[src/rtl/xbus_dma_pkg.sv]
`timescale 1ns/1ps
package xbus_dma_pkg;
   // programming field codes
   typedef enum logic [2:0] {
      FLD_CTRL  = 3'd0,
      FLD_ABASE = 3'd1,
      FLD_BBASE = 3'd2,
      FLD_COUNT = 3'd3,
      FLD_START = 3'd4
   } fld_e;

   // control word bit positions
   localparam int unsigned CB_SRC_B = 0;
   localparam int unsigned CB_DST_B = 1;
   localparam int unsigned CB_FIXED = 2;
   localparam int unsigned CB_LINE  = 3;
   localparam int unsigned CB_BLEN  = 4;
endpackage

[src/rtl/xbus_dma_prio.sv]
`timescale 1ns/1ps
module xbus_dma_prio #(
   parameter int unsigned N = 8
) (
   input  logic [N-1:0] req,
   output logic [N-1:0] gnt,
   output logic         any
);
   always_comb begin
      logic found;
      found = 1'b0;
      gnt   = '0;
      for (int i = 0; i < N; i++) begin
         if (req[i] && !found) begin
            gnt[i] = 1'b1;
            found  = 1'b1;
         end
      end
   end

   assign any = |req;
endmodule

[src/rtl/xbus_dma_chan.sv]
`timescale 1ns/1ps
module xbus_dma_chan
   import xbus_dma_pkg::*;
#(
   parameter int unsigned AW  = 24,
   parameter int unsigned BW  = 8,
   parameter int unsigned CW  = 16,
   parameter int unsigned BLW = 2
) (
   input  logic          clk,
   input  logic          rst_n,
   input  logic          wr_en,
   input  fld_e          wr_field,
   input  logic [AW-1:0] wr_data,
   input  logic          start,
   input  logic          hblank,
   input  logic          vblank,
   input  logic          grant,
   input  logic          serve_line,
   output logic          gen_pend,
   output logic          line_req,
   output logic [AW-1:0] a_addr,
   output logic [BW-1:0] b_addr,
   output logic          src_b,
   output logic          bad_cfg
);
   localparam int unsigned RW = CW + 1;

   logic           src_b_q, dst_b_q, fixed_q, line_q;
   logic [BLW-1:0] blen_q;
   logic [AW-1:0]  abase_q;
   logic [BW-1:0]  bbase_q;
   logic [CW-1:0]  count_q;

   logic [AW-1:0]  acur_q;
   logic [RW-1:0]  rem_q;
   logic           gen_q, arm_q, req_q;
   logic [BLW-1:0] bidx_q;
   logic [RW-1:0]  full_cnt;

   assign full_cnt = (count_q == '0) ? {1'b1, {CW{1'b0}}} : {1'b0, count_q};
   assign bad_cfg  = (src_b_q == dst_b_q);

   // programmed descriptor
   always_ff @(posedge clk) begin
      if (!rst_n) begin
         src_b_q <= 1'b0;
         dst_b_q <= 1'b0;
         fixed_q <= 1'b0;
         line_q  <= 1'b0;
         blen_q  <= '0;
         abase_q <= '0;
         bbase_q <= '0;
         count_q <= '0;
      end else if (wr_en) begin
         case (wr_field)
            FLD_CTRL: begin
               src_b_q <= wr_data[CB_SRC_B];
               dst_b_q <= wr_data[CB_DST_B];
               fixed_q <= wr_data[CB_FIXED];
               line_q  <= wr_data[CB_LINE];
               blen_q  <= wr_data[CB_BLEN +: BLW];
            end
            FLD_ABASE: abase_q <= wr_data;
            FLD_BBASE: bbase_q <= wr_data[BW-1:0];
            FLD_COUNT: count_q <= wr_data[CW-1:0];
            default: ;
         endcase
      end
   end

   // working state
   always_ff @(posedge clk) begin
      if (!rst_n) begin
         acur_q <= '0;
         rem_q  <= '0;
         gen_q  <= 1'b0;
         arm_q  <= 1'b0;
         req_q  <= 1'b0;
         bidx_q <= '0;
      end else if (start && !bad_cfg) begin
         acur_q <= abase_q;
         rem_q  <= full_cnt;
         bidx_q <= '0;
         req_q  <= 1'b0;
         gen_q  <= !line_q;
         arm_q  <= line_q;
      end else if (vblank && arm_q) begin
         acur_q <= abase_q;
         rem_q  <= full_cnt;
         req_q  <= 1'b0;
         bidx_q <= '0;
      end else if (hblank && arm_q && rem_q != '0) begin
         req_q  <= 1'b1;
         bidx_q <= '0;
      end else if (grant) begin
         if (!fixed_q) acur_q <= acur_q + AW'(1);
         if (serve_line) begin
            if (bidx_q == blen_q) begin
               req_q  <= 1'b0;
               bidx_q <= '0;
               rem_q  <= rem_q - RW'(1);
            end else begin
               bidx_q <= bidx_q + BLW'(1);
            end
         end else begin
            rem_q <= rem_q - RW'(1);
            if (rem_q == RW'(1)) gen_q <= 1'b0;
         end
      end
   end

   assign gen_pend = gen_q;
   assign line_req = req_q;
   assign a_addr   = acur_q;
   assign b_addr   = bbase_q + BW'(bidx_q);
   assign src_b    = src_b_q;
endmodule

[src/rtl/xbus_dma_mover.sv]
`timescale 1ns/1ps
module xbus_dma_mover #(
   parameter int unsigned N  = 8,
   parameter int unsigned AW = 24,
   parameter int unsigned BW = 8
) (
   input  logic [N-1:0]    gnt,
   input  logic [N*AW-1:0] a_flat,
   input  logic [N*BW-1:0] b_flat,
   input  logic [N-1:0]    srcb_vec,
   input  logic [7:0]      a_rdata,
   input  logic [7:0]      b_rdata,
   output logic [AW-1:0]   a_addr,
   output logic            a_rd,
   output logic            a_wr,
   output logic [7:0]      a_wdata,
   output logic [BW-1:0]   b_addr,
   output logic            b_rd,
   output logic            b_wr,
   output logic [7:0]      b_wdata
);
   logic          act, s_sel;
   logic [AW-1:0] a_sel;
   logic [BW-1:0] b_sel;

   always_comb begin
      a_sel = '0;
      b_sel = '0;
      s_sel = 1'b0;
      for (int i = 0; i < N; i++) begin
         a_sel = a_sel | ({AW{gnt[i]}} & a_flat[i*AW +: AW]);
         b_sel = b_sel | ({BW{gnt[i]}} & b_flat[i*BW +: BW]);
         s_sel = s_sel | (gnt[i] & srcb_vec[i]);
      end
   end

   assign act     = |gnt;
   assign a_addr  = a_sel;
   assign b_addr  = b_sel;
   assign a_rd    = act & ~s_sel;
   assign b_wr    = act & ~s_sel;
   assign b_rd    = act &  s_sel;
   assign a_wr    = act &  s_sel;
   assign a_wdata = b_rdata;
   assign b_wdata = a_rdata;
endmodule

[src/rtl/xbus_dma.sv]
`timescale 1ns/1ps
module xbus_dma
   import xbus_dma_pkg::*;
#(
   parameter int unsigned NCH       = 8,
   parameter int unsigned AW        = 24,
   parameter int unsigned BW        = 8,
   parameter int unsigned CW        = 16,
   parameter int unsigned MAX_BURST = 4
) (
   input  logic                   clk,
   input  logic                   rst_n,
   input  logic                   cfg_we,
   input  logic [$clog2(NCH)-1:0] cfg_ch,
   input  logic [2:0]             cfg_field,
   input  logic [AW-1:0]          cfg_wdata,
   input  logic                   hblank,
   input  logic                   vblank,
   output logic [AW-1:0]          a_addr,
   output logic                   a_rd,
   output logic                   a_wr,
   output logic [7:0]             a_wdata,
   input  logic [7:0]             a_rdata,
   output logic [BW-1:0]          b_addr,
   output logic                   b_rd,
   output logic                   b_wr,
   output logic [7:0]             b_wdata,
   input  logic [7:0]             b_rdata,
   output logic                   cpu_stall,
   output logic                   cfg_reject
);
   localparam int unsigned CHW = $clog2(NCH);
   localparam int unsigned BLW = $clog2(MAX_BURST);

   if (NCH < 2 || NCH > AW) begin : g_chk_nch
      $error("xbus_dma: NCH must lie between 2 and AW");
   end
   if (MAX_BURST < 2 || (1 << BLW) != MAX_BURST) begin : g_chk_burst
      $error("xbus_dma: MAX_BURST must be a power of two of at least 2");
   end
   if (AW < CW || AW < BW || AW < CB_BLEN + BLW) begin : g_chk_aw
      $error("xbus_dma: AW too narrow for the programming fields");
   end

   fld_e            fld;
   logic [NCH-1:0]  wr_en, start_vec, gen_vec, lreq_vec, srcb_vec, bad_vec;
   logic [NCH-1:0]  line_gnt, gen_gnt, gnt_eff;
   logic            line_any, gen_any, move_en;
   logic [NCH*AW-1:0] a_flat;
   logic [NCH*BW-1:0] b_flat;
   logic            reject_q;

   assign fld = fld_e'(cfg_field);

   for (genvar i = 0; i < NCH; i++) begin : g_ch
      assign wr_en[i]     = cfg_we && (fld != FLD_START) && (cfg_ch == CHW'(i));
      assign start_vec[i] = cfg_we && (fld == FLD_START) && cfg_wdata[i];

      xbus_dma_chan #(.AW(AW), .BW(BW), .CW(CW), .BLW(BLW)) u_ch (
         .clk        (clk),
         .rst_n      (rst_n),
         .wr_en      (wr_en[i]),
         .wr_field   (fld),
         .wr_data    (cfg_wdata),
         .start      (start_vec[i]),
         .hblank     (hblank),
         .vblank     (vblank),
         .grant      (gnt_eff[i]),
         .serve_line (line_any),
         .gen_pend   (gen_vec[i]),
         .line_req   (lreq_vec[i]),
         .a_addr     (a_flat[i*AW +: AW]),
         .b_addr     (b_flat[i*BW +: BW]),
         .src_b      (srcb_vec[i]),
         .bad_cfg    (bad_vec[i])
      );
   end

   xbus_dma_prio #(.N(NCH)) u_line_prio (.req(lreq_vec), .gnt(line_gnt), .any(line_any));
   xbus_dma_prio #(.N(NCH)) u_gen_prio  (.req(gen_vec),  .gnt(gen_gnt),  .any(gen_any));

   // line bursts preempt block work; nothing moves while vblank reloads
   assign move_en = ~vblank;
   assign gnt_eff = move_en ? (line_any ? line_gnt : gen_gnt) : '0;

   xbus_dma_mover #(.N(NCH), .AW(AW), .BW(BW)) u_mover (
      .gnt      (gnt_eff),
      .a_flat   (a_flat),
      .b_flat   (b_flat),
      .srcb_vec (srcb_vec),
      .a_rdata  (a_rdata),
      .b_rdata  (b_rdata),
      .a_addr   (a_addr),
      .a_rd     (a_rd),
      .a_wr     (a_wr),
      .a_wdata  (a_wdata),
      .b_addr   (b_addr),
      .b_rd     (b_rd),
      .b_wr     (b_wr),
      .b_wdata  (b_wdata)
   );

   always_ff @(posedge clk) begin
      if (!rst_n) reject_q <= 1'b0;
      else        reject_q <= |(start_vec & bad_vec);
   end

   assign cfg_reject = reject_q;
   assign cpu_stall  = gen_any;
endmodule

[config.mk]
export PLATFORM = sky130hd
export DESIGN_NAME = xbus_dma
export DESIGN_NICKNAME = d
export VERILOG_FILES = /design/src/rtl/xbus_dma_pkg.sv /design/src/rtl/xbus_dma_prio.sv /design/src/rtl/xbus_dma_chan.sv /design/src/rtl/xbus_dma_mover.sv /design/src/rtl/xbus_dma.sv
export SDC_FILE = /design/constraint.sdc
export NUM_CORES = 2
export LEC_CHECK = 0
export BUFFER_PORTS_ARGS = -buffer_cell sky130_fd_sc_hd__buf_2
export CAP_MARGIN = 20
export CELL_PAD_IN_SITES_DETAIL_PLACEMENT = 1
export CELL_PAD_IN_SITES_GLOBAL_PLACEMENT = 2
export CORE_MARGIN = 5
export CORE_UTILIZATION = 35
export DETAILED_ROUTE_END_ITERATION = 7
export PLACE_DENSITY_LB_ADDON = 0.1
export SLEW_MARGIN = 20
export SYNTH_ARGS = -nofsm -noshare
export SYNTH_HDL_FRONTEND = slang
export SYNTH_SLANG_ARGS = --single-unit
[constraint.sdc]
create_clock -name clk -period 2.4 [get_ports clk]
set_input_delay 0.12 -clock clk [delete_from_list [all_inputs] [get_ports clk]]
set_output_delay 0.12 -clock clk [all_outputs]
set_load 0.01 [all_outputs]
# After elaboration in Yosys (flattened, before gate mapping)
# Cells that the tools add are included.
dict set report totals {
  out_inout_bits 54
  reg_bits 801
  input_bits 51
  elab_cells 745
}
dict set report op_classes {
  mux 214
  n_reduce_logical 252
  add_sub_neg 32
  eq_ne 84
  bitwise 50
}
# operator n
set op_table {}
lappend op_table {{24-bit two-way mux} 40}
lappend op_table {{17-bit two-way mux} 56}
lappend op_table {{24-bit by 1-bit adder with 24-bit output (second input constant)} 8}
lappend op_table {{24-bit AND} 8}
lappend op_table {{24-bit OR} 7}
lappend op_table {{17-bit by 1-bit == test with 1-bit output (second input constant)} 8}
lappend op_table {{17-bit nonzero test} 8}
lappend op_table {{17-bit by 1-bit subtractor with 17-bit output (second input constant)} 8}
lappend op_table {{16-bit logical NOT} 8}
lappend op_table {{1-bit two-way mux} 108}
lappend op_table {{2-bit AND reduction} 40}
lappend op_table {{2-bit nonzero test} 40}
lappend op_table {{8-bit AND} 9}
lappend op_table {{3-bit AND reduction} 24}
lappend op_table {{8-bit by 2-bit adder with 8-bit output} 8}
lappend op_table {{1-bit logical AND} 64}
lappend op_table {{8-bit OR} 7}
lappend op_table {{2-bit by 1-bit != test with 1-bit output (second input constant)} 24}
lappend op_table {{5-bit AND reduction} 8}
lappend op_table {{4-bit by 1-bit != test with 1-bit output (second input constant)} 8}
lappend op_table {{4-bit OR reduction} 8}
lappend op_table {{8-bit OR reduction} 4}
lappend op_table {{1-bit logical NOT} 30}
lappend op_table {{3-bit != test (second input constant)} 9}
lappend op_table {{15 further kinds} 90}

# Logic depth before layout (Yosys ltp)
dict set report depth {
  depth_word 34
  ltp_mapped 10
  mapped_depth_nobuf 8
}

# Modules after synthesis
# A second synthesis with hierarchy kept.
dict set report hier_totals {
  hier_cells 5085
  hier_area_um2 41368.4
}
# module area_per_inst_um2 cells_each seq_area_each_um2 instances
set by_module_without_submodules {}
lappend by_module_without_submodules {{xbus_dma_chan at g_ch[0].u_ch ...} 4929.7 596 2001.9 5}
lappend by_module_without_submodules {{xbus_dma_chan at g_ch[5].u_ch} 4973.5 619 2001.9 1}
lappend by_module_without_submodules {{xbus_dma_chan at g_ch[7].u_ch} 4916.0 616 2001.9 1}
lappend by_module_without_submodules {{xbus_dma_chan at g_ch[6].u_ch} 4669.5 579 2001.9 1}
lappend by_module_without_submodules {xbus_dma_mover 1634.1 218 0.0 1}
lappend by_module_without_submodules {xbus_dma 329.1 49 20.0 1}
lappend by_module_without_submodules {xbus_dma_prio 98.8 12 0.0 2}

# Worst setup path before layout
# No wires, ideal clock.
dict set report synth_path {
  path_kind {flip-flop to output port}
  start {reg g_ch[0].u_ch.req_q}
  end {out b_wr}
  required_ps 2280
  slack_ps -524
  path_buffers 4
  arrival_ps 2804
  stages_incl_launch_ff 11
  cell_sequence {dfxtp_1 -> buf_2 -> or4_4 -> buf_4 -> a311oi_1 -> nor2_1 -> clkbuf_1 -> a221oi_1 -> nand3_1 -> a21oi_1 -> buf_4}
}
dict set report synth_via {
  elab_chain_len 28
  word_cells_on_any_way 49
  cone_classes {mux: 16; bitwise: 17; reduce/logical: 16}
}
# item line_no
set synth_rtl {}
lappend synth_rtl {{start: declaration} xbus_dma_chan.sv:37} ;# logic gen_q, arm_q, req_q;
lappend synth_rtl {{start signal: assignment} xbus_dma_chan.sv:79} ;# req_q <= 1'b0;
lappend synth_rtl {{start signal: assignment} xbus_dma_chan.sv:85} ;# req_q <= 1'b0;
lappend synth_rtl {{start signal: assignment} xbus_dma_chan.sv:91} ;# req_q <= 1'b0;
lappend synth_rtl {{1-bit two-way mux} xbus_dma_prio.sv:14} ;# if (req[i] && !found) begin
lappend synth_rtl {{1-bit logical NOT} xbus_dma_prio.sv:14}
lappend synth_rtl {{1-bit logical AND} xbus_dma_prio.sv:14}
lappend synth_rtl {{1-bit two-way mux} xbus_dma_prio.sv:14}
lappend synth_rtl {{1-bit logical NOT} xbus_dma_prio.sv:14}
lappend synth_rtl {{1-bit logical AND} xbus_dma_prio.sv:14}
lappend synth_rtl {{1-bit two-way mux} xbus_dma_prio.sv:14}
lappend synth_rtl {{1-bit logical NOT} xbus_dma_prio.sv:14}
lappend synth_rtl {{[11 not listed]} -}
lappend synth_rtl {{1-bit logical NOT} xbus_dma_prio.sv:14}
lappend synth_rtl {{1-bit logical AND} xbus_dma_prio.sv:14}
lappend synth_rtl {{1-bit two-way mux} xbus_dma_prio.sv:14}
lappend synth_rtl {{8-bit two-way mux * (2 in a row)} xbus_dma.sv:84} ;# assign gnt_eff = move_en ? (line_any ? line_gnt : gen_gnt) : '0;
lappend synth_rtl {{1-bit AND} xbus_dma_mover.sv:33} ;# s_sel = s_sel | (gnt[i] & srcb_vec[i]);
lappend synth_rtl {{1-bit OR} xbus_dma_mover.sv:33}
lappend synth_rtl {{1-bit NOT} -}
lappend synth_rtl {{1-bit AND *} -}
lappend synth_rtl {{end: declaration} xbus_dma.sv:26} ;# output logic b_wr,
# Mark *: on every way between the ends. The rest lies on a longest branch, timed or not.

# Final worst setup path
dict set report layout_path {
  start {reg g_ch[1].u_ch.req_q}
  end {out a_addr[3]}
}
dict set report layout_via {
  elab_chain_len 24
  word_cells_on_any_way 44
  cone_classes {mux: 15; bitwise: 15; reduce/logical: 14}
}
# item line_no
set layout_rtl {}
lappend layout_rtl {{start: declaration} xbus_dma_chan.sv:37}
lappend layout_rtl {{start signal: assignment} xbus_dma_chan.sv:79}
lappend layout_rtl {{start signal: assignment} xbus_dma_chan.sv:85}
lappend layout_rtl {{start signal: assignment} xbus_dma_chan.sv:91}
lappend layout_rtl {{1-bit logical AND} xbus_dma_prio.sv:14}
lappend layout_rtl {{1-bit two-way mux} xbus_dma_prio.sv:14}
lappend layout_rtl {{1-bit logical NOT} xbus_dma_prio.sv:14}
lappend layout_rtl {{1-bit logical AND} xbus_dma_prio.sv:14}
lappend layout_rtl {{1-bit two-way mux} xbus_dma_prio.sv:14}
lappend layout_rtl {{1-bit logical NOT} xbus_dma_prio.sv:14}
lappend layout_rtl {{1-bit logical AND} xbus_dma_prio.sv:14}
lappend layout_rtl {{1-bit two-way mux} xbus_dma_prio.sv:14}
lappend layout_rtl {{[7 not listed]} -}
lappend layout_rtl {{1-bit logical AND} xbus_dma_prio.sv:14}
lappend layout_rtl {{1-bit two-way mux} xbus_dma_prio.sv:14}
lappend layout_rtl {{1-bit logical NOT} xbus_dma_prio.sv:14}
lappend layout_rtl {{1-bit logical AND} xbus_dma_prio.sv:14}
lappend layout_rtl {{1-bit two-way mux} xbus_dma_prio.sv:14}
lappend layout_rtl {{8-bit two-way mux * (2 in a row)} xbus_dma.sv:84}
lappend layout_rtl {{24-bit AND} xbus_dma_mover.sv:31} ;# a_sel = a_sel | ({AW{gnt[i]}} & a_flat[i*AW +: AW]);
lappend layout_rtl {{24-bit OR *} xbus_dma_mover.sv:31}
lappend layout_rtl {{end: declaration} xbus_dma.sv:19} ;# output logic [AW-1:0] a_addr,
# Marks and branches as above.

==> results.rst <==
.. list-table::
   :header-rows: 1

   * - Metric
     - Value
   * - DR vias/cell
     - 5.59
   * - Core utilization of the finished layout
     - 46.2%
   * - Worst setup path class
     - register to output pin
   * - Number of nets in the layout
     - 5,298
   * - Min setup slack post-route
     - -1.04 ns
   * - Placed instance area
     - 44,400 sq um
   * - Vertical die dimension
     - 343 microns
   * - Initial DRT Pass Iterations
     - 8
   * - Highest-delay cell along the critical path
     - sky130_fd_sc_hd__or4_4
   * - Upper clock frequency limit
     - 0.291 GHz
   * - Total Power
     - 30.2 mW
   * - Maximum number of pins on one net before global-route repair
     - 119
   * - List of cells traversed by the critical path
     - or4_4 -> a311oi_4 -> nor2_4 -> buf_12 -> a222oi_1 -> nand3_1 -> buf_6 -> buf_6
   * - Synthesized area
     - 38,700 sq um
   * - Number of sinks handled by clock tree synthesis
     - 801
   * - Cell type with the largest total area after synthesis
     - sky130_fd_sc_hd__dfxtp_1
   * - Vias in the first global route
     - 38,717
   * - Width of the die
     - 343 microns
   * - Tcrit/Tclk final
     - 143%
   * - Final standard cell area without fillers
     - 51,000 sq um
   * - Overall routing resource usage
     - 27.4%
   * - YS warnings
     - 0
   * - Synthesized-area fraction occupied by adder cells
     - 1.71%
   * - Switching part of the total power
     - 23.5%
   * - Placeable core area
     - 110,000 sq um
   * - Root buffer selected by CTS
     - sky130_fd_sc_hd__clkbuf_16
   * - H-tree level count
     - 3
   * - Count of final setup violators
     - 266
   * - Placement Rows
     - 122
   * - Share of flip-flops with an asynchronous set or reset
     - 0%
   * - Leakage
     - 18.0 nW
   * - Fraction of power consumed by the clock network
     - 51.9%
   * - Post-synth EDFFs
     - 0
   * - Count of max-cap constraint violations
     - 0
   * - Sequential share of power
     - 44.2%
   * - Measured slew at the worst slew-check pin
     - 1.09 ns
   * - Place WS
     - -0.492 ns
   * - Leading post-synthesis cells by cell area
     - sky130_fd_sc_hd__dfxtp_1 41%, sky130_fd_sc_hd__nand2_1 7.7%, sky130_fd_sc_hd__a21oi_1 6.6%
   * - Instance count of the mapped netlist
     - 4,805
   * - Worst IR Drop VDD
     - 0.000483 V
   * - DRC violation count after routing
     - 0
   * - Worst path most repeated cell
     - sky130_fd_sc_hd__buf_6
   * - Most frequent cells in the layout
     - 790 x sky130_fd_sc_hd__nand2_1, 790 x sky130_fd_sc_hd__dfxtp_1, 503 x sky130_fd_sc_hd__a21oi_1
   * - Combinational family with the most area after synthesis
     - simple AND/OR/NAND/NOR gates
   * - Commonest register cell after synthesis
     - sky130_fd_sc_hd__dfxtp_1
   * - Routability cong.
     - 0.886
   * - Sw Pwr
     - 7.11 mW
   * - Max Root-Sink Buffers
     - 3
   * - Syn_nets
     - 4,904
   * - Pwr Density
     - 592 nW/um^2
   * - Time the worst path needs with I/O delays and setup
     - 3.44 ns
   * - Share of power burned in combinational logic
     - 3.9%
   * - Placed cells
     - 6,481
   * - #FFs+latches synth
     - 801
   * - Overflow left after global routing
     - 0
   * - Routed len/inst
     - 24.5 microns
   * - Remaining antenna violation count
     - 0
   * - Starting Density
     - 35.1%
   * - Mux share of post-synthesis cell area
     - 3.55%
   * - Worst rel slew slack
     - 27.1%
   * - Number of vias after detailed routing
     - 37,854
   * - Post-synthesis sequential area ratio
     - 41.4%
   * - Setup repair after global routing missed its margin
     - yes
   * - Post-Syn Area per Cell
     - 8.06 sq um
   * - Clock Pin Slew Worst Setup and Hold Paths
     - 0.06 ns
   * - Cell internal pwr
     - 23.1 mW
   * - Stage delay of the slowest cell on the critical path
     - 0.58 ns
   * - Arrival time worst endpoint
     - 3.32 ns
   * - Layout cells sized above 1
     - 20.9%
   * - Element type at the critical path start
     - register
   * - Outcome
     - complete, but fails checks
   * - Wire length of the first global-routing pass
     - 247 mm
   * - Violated checks
     - negative setup slack
   * - Number of distinct standard cells referenced by the synthesized netlist
     - 87
   * - Worst-Skew Late Latency
     - 0.68 ns
   * - CTS tree
     - built
   * - Final wirelength
     - 166 mm
   * - IO Count
     - 105
   * - Clock Skew
     - 0.0212 ns
   * - Area share of the leading cell type in the synthesized netlist
     - 41.4%
   * - Simple logic cell fraction of the synthesized area
     - 24.7%
   * - Full die area
     - 117,000 sq um
   * - Hold violation count in the final report
     - 0
   * - CTS buffer count
     - 97
   * - Critical path endpoint category
     - output pin
   * - Number of antenna violations at the first check in global routing
     - 7
   * - # port buffers
     - 72
   * - Final max-slew violation count
     - 0
   * - Xor/xnor cell area share of the yosys netlist
     - 7.85%
   * - Share of the synthesized area in compound gates (AO/OA/AOI/OAI)
     - 16.5%
   * - Count of non-filler cells in the finished layout
     - 6,767
   * - Data required time of the critical path
     - 2.28 ns
   * - Area grow syn2layout
     - 31.8%
   * - Placed wire-length estimate
     - 112 mm
   * - Number of violations reported at the end of detailed-routing iteration 0
     - 2,765
   * - Type of the worst min-delay path
     - primary input to register
   * - Worst-path fanout max
     - 8
-- through the flow --
stage,setup TNS (ns),hold slack [ns]
6_report,-91.78,0.0198
5_1_grt,-118.29,0.0154
4_1_cts,-67.00,0.0000603
3_5_place_dp,-32.56,0.240
3_3_place_gp,-22.63,0.240
2_1_floorplan,-0.616,0.267
-- what timing repair did --
item,4_1_cts,5_1_grt
pin swaps,151,132
gates resized for setup,323,173
buffers inserted,60,31
cloned,9,4
hold buffers,18,0
endpoints found under the setup margin,274,368
endpoints found under the hold margin,124,0
-- sequential cells by signal, summed over array words and instances (netlist names) --
signal and count:
cfg_reject 1, g_ch.u_ch.a_addr 192, g_ch.u_ch.abase_q 192, g_ch.u_ch.arm_q 8
g_ch.u_ch.bbase_q 64, g_ch.u_ch.bidx_q 16, g_ch.u_ch.blen_q 16, g_ch.u_ch.count_q 128
g_ch.u_ch.dst_b_q 8, g_ch.u_ch.fixed_q 8, g_ch.u_ch.gen_pend 8, g_ch.u_ch.line_q 8
g_ch.u_ch.line_req 8, g_ch.u_ch.rem_q 136, g_ch.u_ch.src_b 8
-- area by class of cell --
type                            count  area (sq um)
Antenna cell                        4          10.0
Clock buffer                      142          2890
Clock inverter                     33           463
Fill cell                       12843         59300
Inverter                           39           154
Multi-Input combinational cell   3591         23100
Sequential cell                   801         16100
Tap cell                         1488          1860
Timing Repair Buffer              669          6510
-- worst max-delay path: cells and delay by family (launching register included) --
family	cells	cell delay (ns)
AND/OR/NAND/NOR	3	0.93
AO/OA/AOI/OAI	2	0.89
buffers and inverters	3	0.45
flip-flops	1	0.36
-- power by group through the flow --
stage                     combinational (mW)  sequential (mW)  clock, mW
after global placement                  1.14             13.6          0
final                                   1.19             13.3       15.7
after detailed placement                1.14             13.6          0
after floorplan                        0.516             13.6          0
after global routing                    1.25             13.3       16.5
after CTS                               1.19             13.3       16.0
-- synthesized netlist by cell type, types with 21 or more instances --
master,instances
sky130_fd_sc_hd__dfxtp_1,801
sky130_fd_sc_hd__nand3_1,274
sky130_fd_sc_hd__clkbuf_1,305
sky130_fd_sc_hd__a22o_1,26
sky130_fd_sc_hd__nand2_1,796
sky130_fd_sc_hd__or4_1,23
sky130_fd_sc_hd__a211oi_1,26
sky130_fd_sc_hd__ha_1,40
sky130_fd_sc_hd__and4_1,25
sky130_fd_sc_hd__buf_1,23
sky130_fd_sc_hd__buf_4,21
sky130_fd_sc_hd__mux2i_1,134
sky130_fd_sc_hd__a31oi_1,30
sky130_fd_sc_hd__xor2_1,182
sky130_fd_sc_hd__a222oi_1,31
sky130_fd_sc_hd__nand4_1,123
sky130_fd_sc_hd__o22ai_1,27
sky130_fd_sc_hd__nor2_1,266
sky130_fd_sc_hd__o21ai_0,320
sky130_fd_sc_hd__and3_1,47
sky130_fd_sc_hd__nor4_1,95
sky130_fd_sc_hd__inv_1,39
sky130_fd_sc_hd__or3_1,29
sky130_fd_sc_hd__a21oi_1,510
sky130_fd_sc_hd__xnor2_1,165
sky130_fd_sc_hd__a221oi_1,33
sky130_fd_sc_hd__nor3_1,110
sky130_fd_sc_hd__nor4b_1,32
-- layer usage --
layer	vias up	global-route usage (%)	share of wire, %
met3	233	3.75	4.7
met2	820	44.9	46
met4	2	8.68	3.2
li1	17866	-	-
met5	-	0	0.0060
met1	18933	37.4	46
-- final timing paths --
check,from,to,slack (ns),cells after the start
setup / recovery,g_ch[1].u_ch.line_req$_SDFFE_PP0P_,a_addr[3],-1.04,8
hold reg to reg,g_ch[1].u_ch.abase_q[15]$_SDFFE_PN0P_,g_ch[1].u_ch.a_addr[15]$_SDFFE_PN0P_,0.45,2
setup reg to reg,g_ch[1].u_ch.line_req$_SDFFE_PP0P_,g_ch[6].u_ch.gen_pend$_SDFFE_PN0P_,-0.80,14
hold / removal,cfg_wdata[9],g_ch[3].u_ch.abase_q[9]$_SDFFE_PN0P_,0.02,3
-- logic make-up after synthesis --
family / count (synthesis)
multiplexers: 137
AND/OR/NAND/NOR: 1958
XOR/XNOR: 347
AO/OA/AOI/OAI: 1101
buffers and inverters: 413
flip-flops: 801
adder cells (fa/ha/maj): 48
Note: power is estimated with default switching activity, not from simulation.
